### src/rtl/adc_out_pkg.sv
package adc_out_pkg;
  typedef struct packed {
    logic comp_n;
    logic twos;
    logic oe_n;
  } out_ctrl_t;

  localparam out_ctrl_t CTRL_RST = '{comp_n: 1'b1, twos: 1'b0, oe_n: 1'b1};
endpackage

### src/rtl/adc_ctrl_hold.sv
module adc_ctrl_hold
  import adc_out_pkg::*;
(
  input  logic      clk_i,
  input  logic      rst_ni,
  input  logic      end_conv_i,
  input  out_ctrl_t req_i,
  output out_ctrl_t ctrl_o
);
  out_ctrl_t ctrl_q;

  // requests pass only while no conversion runs
  always_ff @(posedge clk_i or negedge rst_ni) begin
    if (!rst_ni)          ctrl_q <= CTRL_RST;
    else if (!end_conv_i) ctrl_q <= req_i;
  end

  assign ctrl_o = ctrl_q;

  p_frozen_r8: assert property (@(posedge clk_i) disable iff (!rst_ni)
    end_conv_i |=> $stable(ctrl_q));

  p_apply_r8: assert property (@(posedge clk_i) disable iff (!rst_ni)
    !end_conv_i |=> (ctrl_q == $past(req_i)));
endmodule

### src/rtl/adc_result_cap.sv
module adc_result_cap #(
  parameter int unsigned DATA_W = 16
) (
  input  logic              clk_i,
  input  logic              rst_ni,
  input  logic              end_conv_i,
  input  logic              start_i,
  input  logic [DATA_W-1:0] raw_i,
  input  logic              above_i,
  input  logic              below_i,
  output logic [DATA_W-1:0] code_o,
  output logic              ovf_o,
  output logic              ok_o,
  output logic              done_o
);
  logic              eoc_q, taint_q, ok_q, ovf_q;
  logic [DATA_W-1:0] code_q, code_d;
  logic              ovf_d, fall;

  assign fall = eoc_q & ~end_conv_i;

  always_comb begin
    if (above_i)      code_d = '1;
    else if (below_i) code_d = '0;
    else              code_d = raw_i;
    ovf_d = above_i | below_i | (raw_i == '0);
  end

  always_ff @(posedge clk_i or negedge rst_ni) begin
    if (!rst_ni) begin
      eoc_q   <= 1'b0;
      taint_q <= 1'b0;
      ok_q    <= 1'b0;
      ovf_q   <= 1'b0;
      code_q  <= '0;
    end else begin
      eoc_q <= end_conv_i;
      if (fall) begin
        code_q  <= code_d;
        ovf_q   <= ovf_d;
        ok_q    <= ~taint_q;
        taint_q <= 1'b0;
      end else if (start_i && end_conv_i) begin
        taint_q <= 1'b1;  // restart: this conversion's result is invalid
      end
    end
  end

  assign code_o = code_q;
  assign ovf_o  = ovf_q;
  assign ok_o   = ok_q;
  assign done_o = fall;

  p_hold_r2: assert property (@(posedge clk_i) disable iff (!rst_ni)
    !(eoc_q && !end_conv_i) |=> ($stable(code_q) && $stable(ovf_q)));

  p_ok_hold_r9: assert property (@(posedge clk_i) disable iff (!rst_ni)
    end_conv_i |=> $stable(ok_q));
endmodule

### src/rtl/adc_word_coder.sv
module adc_word_coder
  import adc_out_pkg::*;
#(
  parameter int unsigned DATA_W = 16
) (
  input  logic [DATA_W-1:0] code_i,
  input  out_ctrl_t         ctrl_i,
  output logic [DATA_W-1:0] word_o,
  output logic              msb_o,
  output logic              en_o
);
  localparam logic [DATA_W-1:0] MSB_MASK = {1'b1, {(DATA_W-1){1'b0}}};

  logic [DATA_W-1:0] fmt_w;

  assign fmt_w  = ctrl_i.twos ? (code_i ^ MSB_MASK) : code_i;
  assign word_o = ctrl_i.comp_n ? fmt_w : ~fmt_w;
  assign msb_o  = ctrl_i.comp_n ? fmt_w[DATA_W-1] : ~fmt_w[DATA_W-1];
  assign en_o   = ~ctrl_i.oe_n;
endmodule

### src/rtl/adc_out_coder.sv
module adc_out_coder
  import adc_out_pkg::*;
#(
  parameter int unsigned DATA_W = 16
) (
  input  logic              clk_i,
  input  logic              rst_ni,
  input  logic [DATA_W-1:0] raw_i,
  input  logic              above_i,
  input  logic              below_i,
  input  logic              end_conv_i,
  input  logic              start_i,
  input  logic              comp_n_i,
  input  logic              twos_i,
  input  logic              oe_ni,
  output logic [DATA_W-1:0] data_o,
  output logic              msb_dup_o,
  output logic              ovf_o,
  output logic              word_ok_o,
  output logic              bus_en_o
);
  out_ctrl_t         req, ctrl;
  logic [DATA_W-1:0] code;
  logic              done;

  assign req = '{comp_n: comp_n_i, twos: twos_i, oe_n: oe_ni};

  adc_ctrl_hold i_hold (
    .clk_i      (clk_i),
    .rst_ni     (rst_ni),
    .end_conv_i (end_conv_i),
    .req_i      (req),
    .ctrl_o     (ctrl)
  );

  adc_result_cap #(.DATA_W(DATA_W)) i_cap (
    .clk_i      (clk_i),
    .rst_ni     (rst_ni),
    .end_conv_i (end_conv_i),
    .start_i    (start_i),
    .raw_i      (raw_i),
    .above_i    (above_i),
    .below_i    (below_i),
    .code_o     (code),
    .ovf_o      (ovf_o),
    .ok_o       (word_ok_o),
    .done_o     (done)
  );

  adc_word_coder #(.DATA_W(DATA_W)) i_coder (
    .code_i (code),
    .ctrl_i (ctrl),
    .word_o (data_o),
    .msb_o  (msb_dup_o),
    .en_o   (bus_en_o)
  );

  p_dup_r3: assert property (@(posedge clk_i) disable iff (!rst_ni)
    msb_dup_o == data_o[DATA_W-1]);

  p_en_frozen_r7: assert property (@(posedge clk_i) disable iff (!rst_ni)
    (end_conv_i && !done) |=> $stable(bus_en_o));
endmodule

### config.mk
export PLATFORM = sky130hd
export DESIGN_NAME = adc_out_coder
export DESIGN_NICKNAME = d
export VERILOG_FILES = /design/src/rtl/adc_out_pkg.sv /design/src/rtl/adc_ctrl_hold.sv /design/src/rtl/adc_result_cap.sv /design/src/rtl/adc_word_coder.sv /design/src/rtl/adc_out_coder.sv
export SDC_FILE = /design/constraint.sdc
export NUM_CORES = 1
export LEC_CHECK = 0
export BUFFER_PORTS_ARGS = -buffer_cell sky130_fd_sc_hd__buf_4
export CORE_ASPECT_RATIO = 1.75
export CORE_MARGIN = 3
export CORE_UTILIZATION = 45
export DETAILED_ROUTE_END_ITERATION = 10
export GPL_TIMING_DRIVEN = 1
export PLACE_DENSITY = 0.74
export SKIP_CTS_REPAIR_TIMING = 1
export SKIP_LAST_GASP = 1
export SLEW_MARGIN = 25
export SYNTH_ARGS = -nofsm -noshare
export SYNTH_HDL_FRONTEND = slang
export SYNTH_SLANG_ARGS = --single-unit
export TNS_END_PERCENT = 30
### constraint.sdc
create_clock -name clk_i -period 1.4 [get_ports clk_i]
set_input_delay 0.28 -clock clk_i [delete_from_list [all_inputs] [get_ports clk_i]]
set_output_delay 0.28 -clock clk_i [all_outputs]
set_load 0.02 [all_outputs]
* Yosys cells after proc, flatten, opt, wreduce, memory -nomap -nowiden
Index checks and enable logic that the tools add are counted.
Cells by class: muxes and demuxes 7, bitwise gates (word level) 9, reductions and logical operators 3
Operators with widths (number):
- 16-bit 2-to-1 mux | 4
- 16-bit logical NOT | 1
- 16-bit NOT | 1
- 1-bit NOT | 5
- 1-bit 2-to-1 mux | 3
- 1-bit OR | 2
- 2-bit nonzero test | 1
- 1-bit AND | 1
- 1-bit logical AND | 1
Word-level totals: bits in registers 23, input bits 25, output and inout port bits 20

* Logic depth before layout (Yosys ltp)
Gate-level depths: netlist of run 1.
depth in word-level cells 4, mapped depth 5

* Hierarchy
From an unflattened synthesis of run 1, not the netlist that was laid out.
Second synthesis, totals: cell total of the unflattened synthesis 117, area total of the unflattened synthesis 1241.2 um^2
Modules (own cells, without submodules):
- adc_result_cap | instances 1, cells each 91, area each 942.2 um^2
- adc_word_coder | instances 1, cells each 20, area each 187.7 um^2
- adc_ctrl_hold | instances 1, cells each 6, area each 111.4 um^2

* Worst setup path before layout of run 1
No wires, ideal clock.
path kind reg-to-output, from register i_hold.ctrl_q, in the netlist i_hold.ctrl_o[1], to output port data_o[15], arrival 1.182 ns, path slack -0.062 ns, cell stages (with the launch flop) 4, buffers on the path 1, cells stage by stage dfrtp_1 -> xor2_1 -> xnor2_1 -> buf_4
Between the ends: word-level cells in the longest chain between the ends 3
Ends and longest elaborated chain:
- from (decl) | RTL line adc_ctrl_hold.sv:10 | out_ctrl_t ctrl_q;
- from (signal assigned) | RTL line adc_ctrl_hold.sv:15 | else if (!end_conv_i) ctrl_q <= req_i;
- 16-bit 2-to-1 mux * | RTL line adc_word_coder.sv:16 | assign fmt_w = ctrl_i.twos ? (code_i ^ MSB_MASK) : code_i;
- 16-bit NOT | RTL line adc_word_coder.sv:17 | assign word_o = ctrl_i.comp_n ? fmt_w : ~fmt_w;
- 16-bit 2-to-1 mux * | RTL line adc_word_coder.sv:17
- to (decl) | RTL line adc_out_coder.sv:16 | output logic [DATA_W-1:0] data_o,
Mark *: on every way between the ends. The rest lies on a longest branch, timed or not.

* Worst setup path after layout of run 1
from register i_hold.ctrl_q, in the netlist i_hold.ctrl_o[2], to output port data_o[1]
Between the ends: word-level cells in the longest chain between the ends 1
Ends and longest elaborated chain (RTL line):
- 16-bit 2-to-1 mux | adc_word_coder.sv:17
Every way passes these cells.

==> results of run 1 <==
[metal layers]
metal / part of all wire (%) / track usage [%] / vias up
li1: - / - / 480
met5: 0 / 0 / -
met3: 8.9 / 3.39 / 6
met4: 1.7 / 7.17 / 0
met1: 38 / 21.1 / 449
met2: 51 / 27.6 / 51
[where the power goes]
group	leakage, uW	switching, uW	internal, uW
registers	0.000271	57.1	752
logic	0.000431	397	362
clock network	0.0000228	202	203
[cell type report]
class / count / area, um^2 / area share, %
Sequential cell: 23 / 578 / 36.6
Multi-Input combinational cell: 81 / 524 / 33.2
Timing Repair Buffer: 48 / 388 / 24.6
Clock buffer: 4 / 45.0 / 2.85
Tap cell: 26 / 32.5 / 2.06
Inverter: 3 / 11.3 / 0.713
[synth_stat cells (2+ instances only)]
cell	count	share of area (%)
dfrtp_1	21	43
o21ai_0	6	2.5
o21ai_2	11	8.0
dfstp_2	2	4.3
nand2_1	17	5.3
o21ai_1	2	0.83
inv_1	3	0.93
buf_12	2	3.3
mux2_2	3	2.8
nor4_1	4	2.1
a21oi_1	17	7.0
buf_2	3	1.2
buf_4	3	1.9
xnor2_1	16	12
[through the flow]
step,util (%),area [um^2]
2_1_floorplan,-,1220
3_3_place_gp,60.4,1520
3_5_place_dp,60.4,1520
4_1_cts,62.2,1570
5_1_grt,62.6,1580
6_report,62.6,1580
[cell families after synthesis]
| kind of cell | after synthesis | share of synthesized area (%) |
|---|---|---|
| buffers and inverters | 13 | 9.51 |
| xor gates and xnor gates | 17 | 12.3 |
| AOI/OAI and AO/OA | 36 | 18.3 |
| and+or+nand+nor | 25 | 9.31 |
| DFF | 23 | 47.8 |
| muxes | 3 | 2.79 |
[critical path, stage by stage (launching register included)]
cell     delay [ns]
dfstp_2        0.56
buf_12         0.16
xnor2_1        0.16
buf_4          0.18
[how the worst min path moves through the flow]
stage	from	end	slack [ns]	depth (start not counted)
CTS	rst_ni	i_cap.code_o[0]	-0.09	1
detailed placement	rst_ni	i_cap.code_o[3]	0.19	1
global route	end_conv_i	i_cap.eoc_q	0.17	1
global placement	rst_ni	i_cap.ovf_o	0.19	1
floorplan	rst_ni	i_cap.code_o[0]	-0.02	0
finish	end_conv_i	i_cap.eoc_q	0.17	1
[state kept, by name, indices dropped and copies added (netlist names)]
| name | count |
|---|---|
| i_cap.code_o | 16 |
| i_cap.eoc_q | 1 |
| i_cap.ok_o | 1 |
| i_cap.ovf_o | 1 |
| i_cap.taint_q | 1 |
| i_hold.ctrl_o | 3 |
==> summary.txt, run 1 <==
Floorplanning
  – Die height: 74.6 um
  – Die area: 0.00337 mm^2
  – Die Span X: 45.2 um
  – Starting Density: 48.0%
  – Placement row count: 24
  – Core area: 0.00252 mm^2
  – IO Pins: 45

Timing
  – Setup tns final: -2.49 ns
  – Least-Margin Pin Slew: 0.467 ns
  – Final hold vios: 0
  – Fmax: 626 MHz
  – Clk_skew: 0.00212 ns
  – Crit path time final: about 1.6 ns
  – Setup slack after layout: -0.197 ns
  – Hold WS: 0.170 ns
  – Slew Limit Headroom: 68.8%
  – Tcrit/Tclk final: 114%
  – Setup Viol. Count Final: 17
  – Max-slew violation count: 0
  – RSZ-0062 raised after global routing: yes

GRT
  – Vias in the first global route: 990
  – Grt ovf: 0
  – GRT Util Overall: about 17%
  – Initial antenna violation count: 0
  – Largest net degree at the start of global routing: 37
  – First-pass GRT wire length: 4240 um

Synth
  – Syn. warnings: 0
  – Post-synthesis cell type count: 21
  – #FFs+latches synth: 23
  – Register area share after synthesis: 47.8%
  – Syn avg cell area: 10.3 um^2
  – Ys async rst share: 100%
  – Post-Syn Instances: between 100 and 150
  – Cell Area, Synth: roughly 0.0012 mm^2
  – Top_reg_cell synth: dfrtp_1
  – Mapped Nets: around 140
  – Post-synth EDFFs: 0

CTS
  – CTS root buf: clkbuf_8
  – # H-tree levels: 1
  – Max Root-Sink Buffers: 2
  – Clock slew at reported path FFs: 0.08 ns
  – Clk sink count: 23
  – Worst-Skew Late Latency: between 0.2 and 0.3 ns
  – Total CTS buffers: 3
  – CTS tree: built

Setup path
  – Setup crit end kind: output pin
  – Critical Path Source: i_hold.ctrl_o[2]
  – R2r startpoint: i_cap.eoc_q
  – Critical path type: flip-flop to output pin
  – Crit path DAT: roughly 1.3 ns
  – CP required: around 1.1 ns
  – Reg2Reg Depth: 4
  – Worst-path maximum fanout: 14
  – R2R setup slack: 0.34 ns
  – Startpoint types: flip-flop
  – Critical Path Sink: data_o[1]
  – R2r endpoint: i_cap.ovf_o

Pwr
  – Peak supply drop: 822 uV
  – Leakage power: 0.000725 uW
  – Tot Pwr: between 1500 and 2000 uW
  – Cell Pwr Density: 1250 mW/mm^2

Finish
  – Most common cell after layout, fill and taps aside: buf_4
  – Highest-count cells in the layout ignoring fill and taps: 45 x buf_4, 21 x dfrtp_1, 17 x a21oi_1, 17 x nand2_1, 15 x xnor2_1
  – Antenna cells: 0
  – Syn-to-layout area delta: 30.5%
  – Fin nets: 185
  – Fillers: 228
  – Share of cells above drive strength 1: 42.1%
  – Post-Layout Cell Count: 185

Place
  – Post-detail-place hpwl: 1990 um
  – I/O Buffers: 44
  – GP Congestion: ~0.8
  – Worst slack, placed: 0.118 ns
  – Dpl cells: 180

Route
  – DR vias: 986
  – Drt pass-1 iters: 4
  – Vias per cell: 5.33
  – Routed wire length: between 2000 and 3000 um
  – Post-route ant nets: 0
  – Remaining DRCs: 0
  – Drt wl/cell: 14.2 um
  – DRT iter0 DRCs: 28

Status
  – Violated checks: setup timing
  – Status: finished, violations left

Min path
  – Worst Hold Class: primary input to flip-flop

Flow run
  – Max cap viols: 0
No activity file was read; power rests on OpenSTA's default activity.
==> run 2: changes to the inputs <==
--- a/config.mk
+++ b/config.mk
@@ -11,7 +11,7 @@
 export CORE_UTILIZATION = 45
 export DETAILED_ROUTE_END_ITERATION = 10
 export GPL_TIMING_DRIVEN = 1
-export PLACE_DENSITY = 0.74
+export PLACE_DENSITY = 0.75
 export SKIP_CTS_REPAIR_TIMING = 1
 export SKIP_LAST_GASP = 1
 export SLEW_MARGIN = 25
==> run 2 against run 1 <==
  * Sequential cell count did not move
  * Power fell by 0.69%
  * Wire length fell by 7.4%
  * Critical path type unchanged
  * Via count fell by 2.0%
  * Final cell count rose by 0.54%
  * Hold slack got worse by 0.0012 ns
  * Clock skew rose by 0.00068 ns
  * Setup slack improved by 0.026 ns
  * Maximum frequency rose by 1.7%
  * Sequential power barely moved
  * Die area did not move
  * Register-to-register slack improved by 0.04 ns
  * The run still ends with setup timing left
  * Largest cell class unchanged
==> summary.txt, run 2 (same netlist as run 1, synthesis figures left out) <==
Status
  – Status: finished, violations left (unchanged)
  – Violated checks: setup timing (unchanged)

Setup path
  – Startpoint types: flip-flop (unchanged)
  – Critical path type: flip-flop to output pin (unchanged)
  – Worst-path cell chain: buf_12 -> xnor2_1 -> buf_4 (unchanged)
  – CP required: 1.12 ns (about the same)
  – Reg2Reg Depth: 4 (unchanged)
  – Crit path DAT: 1.29 ns (was 1.32 ns)
  – Worst path slowest cell: dfstp_2 (unchanged)
  – Worst-path maximum fanout: 14 (unchanged)
  – Setup crit end kind: output pin (unchanged)
  – Max stage delay on crit path: 0.56 ns (about the same)

Timing
  – Setup slack after layout: -0.171 ns (was -0.197 ns)
  – Setup Viol. Count Final: 17 (unchanged)
  – Clk_skew: 0.00279 ns (was 0.00212 ns)
  – Fmax: 637 MHz (was 626 MHz)
  – Slew Limit Headroom: 69.0% (was 68.8%)
  – Max-slew violation count: 0 (unchanged)
  – Tcrit/Tclk final: 112% (was 114%)
  – Setup tns final: -2.47 ns (was -2.49 ns)
  – Crit path time final: 1.57 ns (was 1.60 ns)
  – Final hold vios: 0 (unchanged)
  – Hold WS: 0.168 ns (was 0.170 ns)
  – RSZ-0062 raised after global routing: yes (unchanged)
  – Least-Margin Pin Slew: 0.465 ns (was 0.467 ns)

GRT
  – Vias in the first global route: 930 (was 990)
  – Grt ovf: 0 (unchanged)
  – GRT Util Overall: 15.3% (was 16.9%)
  – Grt peak-use layer: met2 (unchanged)
  – Met1 Use GR: 17.1% (was 21.1%)
  – Initial antenna violation count: 0 (unchanged)
  – Routing usage on met3: 2.18% (was 3.39%)
  – Largest net degree at the start of global routing: 24 (was 37)
  – First-pass GRT wire length: 3890 um (was 4240 um)
  – Routing usage on met2: 27.8% (was 27.6%)

Place
  – GP Congestion: 0.747 (was 0.806)
  – Worst slack, placed: 0.128 ns (was 0.118 ns)
  – I/O Buffers: 44 (unchanged)
  – Dpl cells: 181 (was 180)
  – Post-detail-place hpwl: 1940 um (was 1990 um)
  – Placed Area: 0.00152 mm^2 (about the same)

Pwr
  – Leakage power: 0.000727 uW (was 0.000725 uW)
  – Cell Pwr Density: 1240 mW/mm^2 (was 1250 mW/mm^2)
  – Combinational share of power: 38.5% (about the same)
  – Peak supply drop: 873 uV (was 822 uV)
  – NetSw: 649 uW (was 657 uW)
  – Cell internal pwr: 1310 uW (was 1320 uW)
  – Clock power share: 20.2% (was 20.5%)
  – Sw frac: 33.1% (was 33.3%)
  – Sequential power share: 41.3% (was 41.0%)

CTS
  – Max Root-Sink Buffers: 2 (unchanged)
  – CTS root buf: clkbuf_8 (unchanged)
  – CTS tree: built (unchanged)
  – Worst-Skew Late Latency: 0.26 ns (about the same)
  – # H-tree levels: 1 (unchanged)
  – Clk sink count: 23 (unchanged)
  – Clock slew at reported path FFs: 0.08 ns (about the same)
  – Total CTS buffers: 3 (unchanged)

Min path
  – Worst Hold Class: primary input to flip-flop (unchanged)
  – Hold path depth: 1 (unchanged)

Finish
  – Most common cell after layout, fill and taps aside: buf_4 (unchanged)
  – Max reg flops: 16 (unchanged)
  – Syn-to-layout area delta: 30.2% (was 30.5%)
  – Share of cells above drive strength 1: 43.1% (was 42.1%)
  – Fin nets: 186 (was 185)
  – Post-Layout Cell Count: 186 (was 185)
  – Highest-count cells in the layout ignoring fill and taps: 47 x buf_4, 21 x dfrtp_1, 17 x a21oi_1, 17 x nand2_1, 15 x xnor2_1 (was 45 x buf_4, 21 x dfrtp_1, 17 x a21oi_1, 17 x nand2_1, 15 x xnor2_1)
  – Final Cell Area: 0.00158 mm^2 (about the same)
  – Antenna cells: 0 (unchanged)

Route
  – Remaining DRCs: 0 (unchanged)
  – Vias per cell: 5.19 (was 5.33)
  – Drt wl/cell: 13.1 um (was 14.2 um)
  – Post-route ant nets: 0 (unchanged)
  – Routed wire length: 2430 um (was 2630 um)
  – DRT iter0 DRCs: 22 (was 28)
  – DR vias: 966 (was 986)
  – Drt pass-1 iters: 4 (unchanged)

Floorplanning
  – Placement row count: 24 (unchanged)
  – Starting Density: 48.0% (unchanged)
  – Die Span X: 45.2 um (unchanged)
  – Die height: 74.6 um (unchanged)
  – Core area: 0.00252 mm^2 (unchanged)
  – IO Pins: 45 (unchanged)
  – Die area: 0.00337 mm^2 (unchanged)

Flow run
  – Max cap viols: 0 (unchanged)
==> run 2: cell count changes in the layout (fill, tap and decap cells not counted), sizes merged <==
cell,before,now
clkbuf,4,3
buf,47,48
clkinv,0,1
==> run 2: layout make-up <==
cell class | instances | area (um^2)
multi-input cells | 81 | 524
fillers | 232 | 947
inverters | 3 | 11.3
flip-flops and latches | 23 | 578
clock buffers | 3 | 41.3
clock inverters | 1 | 5.00
repair buffers | 49 | 383
well taps | 26 | 32.5
==> run 2: layer usage <==
metal / share of wire, % / vias up
li1: - / 480
met1: 36 / 449
met2: 56 / 33
met3: 6.6 / 4
met4: 1.3 / 0
met5: 0 / -
==> run 2: through the flow <==
step | utilization (%) | total power [uW]
floorplan | - | 1280
global placement | 60.2 | 1570
detailed placement | 60.2 | 1590
CTS | 62.1 | 1990
global route | 62.5 | 2070
finish | 62.5 | 1960
==> run 2: final timing paths <==
check	startpoint	endpoint	slack, ns
min reg2reg	i_cap.eoc_q	i_cap.taint_q	0.47
max reg2reg	i_cap.eoc_q	i_cap.ovf_o	0.38
max	i_hold.ctrl_o[2]	data_o[6]	-0.17
max in group asynchronous	rst_ni	i_hold.ctrl_o[0]	0.68
min in group asynchronous	rst_ni	i_cap.taint_q	0.44
min	end_conv_i	i_cap.eoc_q	0.17
==> run 2: critical path: cells and delay by family (launching register included) <==
| family | cells | cell delay [ns] |
|---|---|---|
| xor+xnor | 1 | 0.14 |
| buf+inv | 2 | 0.33 |
| flops | 1 | 0.56 |
==> run 2: power by group through the flow <==
stage	sequential, uW	clock (uW)	combinational, uW
6_report	810	396	754
5_1_grt	821	438	809
4_1_cts	811	413	762
3_5_place_dp	825	0	762
3_3_place_gp	820	0	752
2_1_floorplan	819	0	465
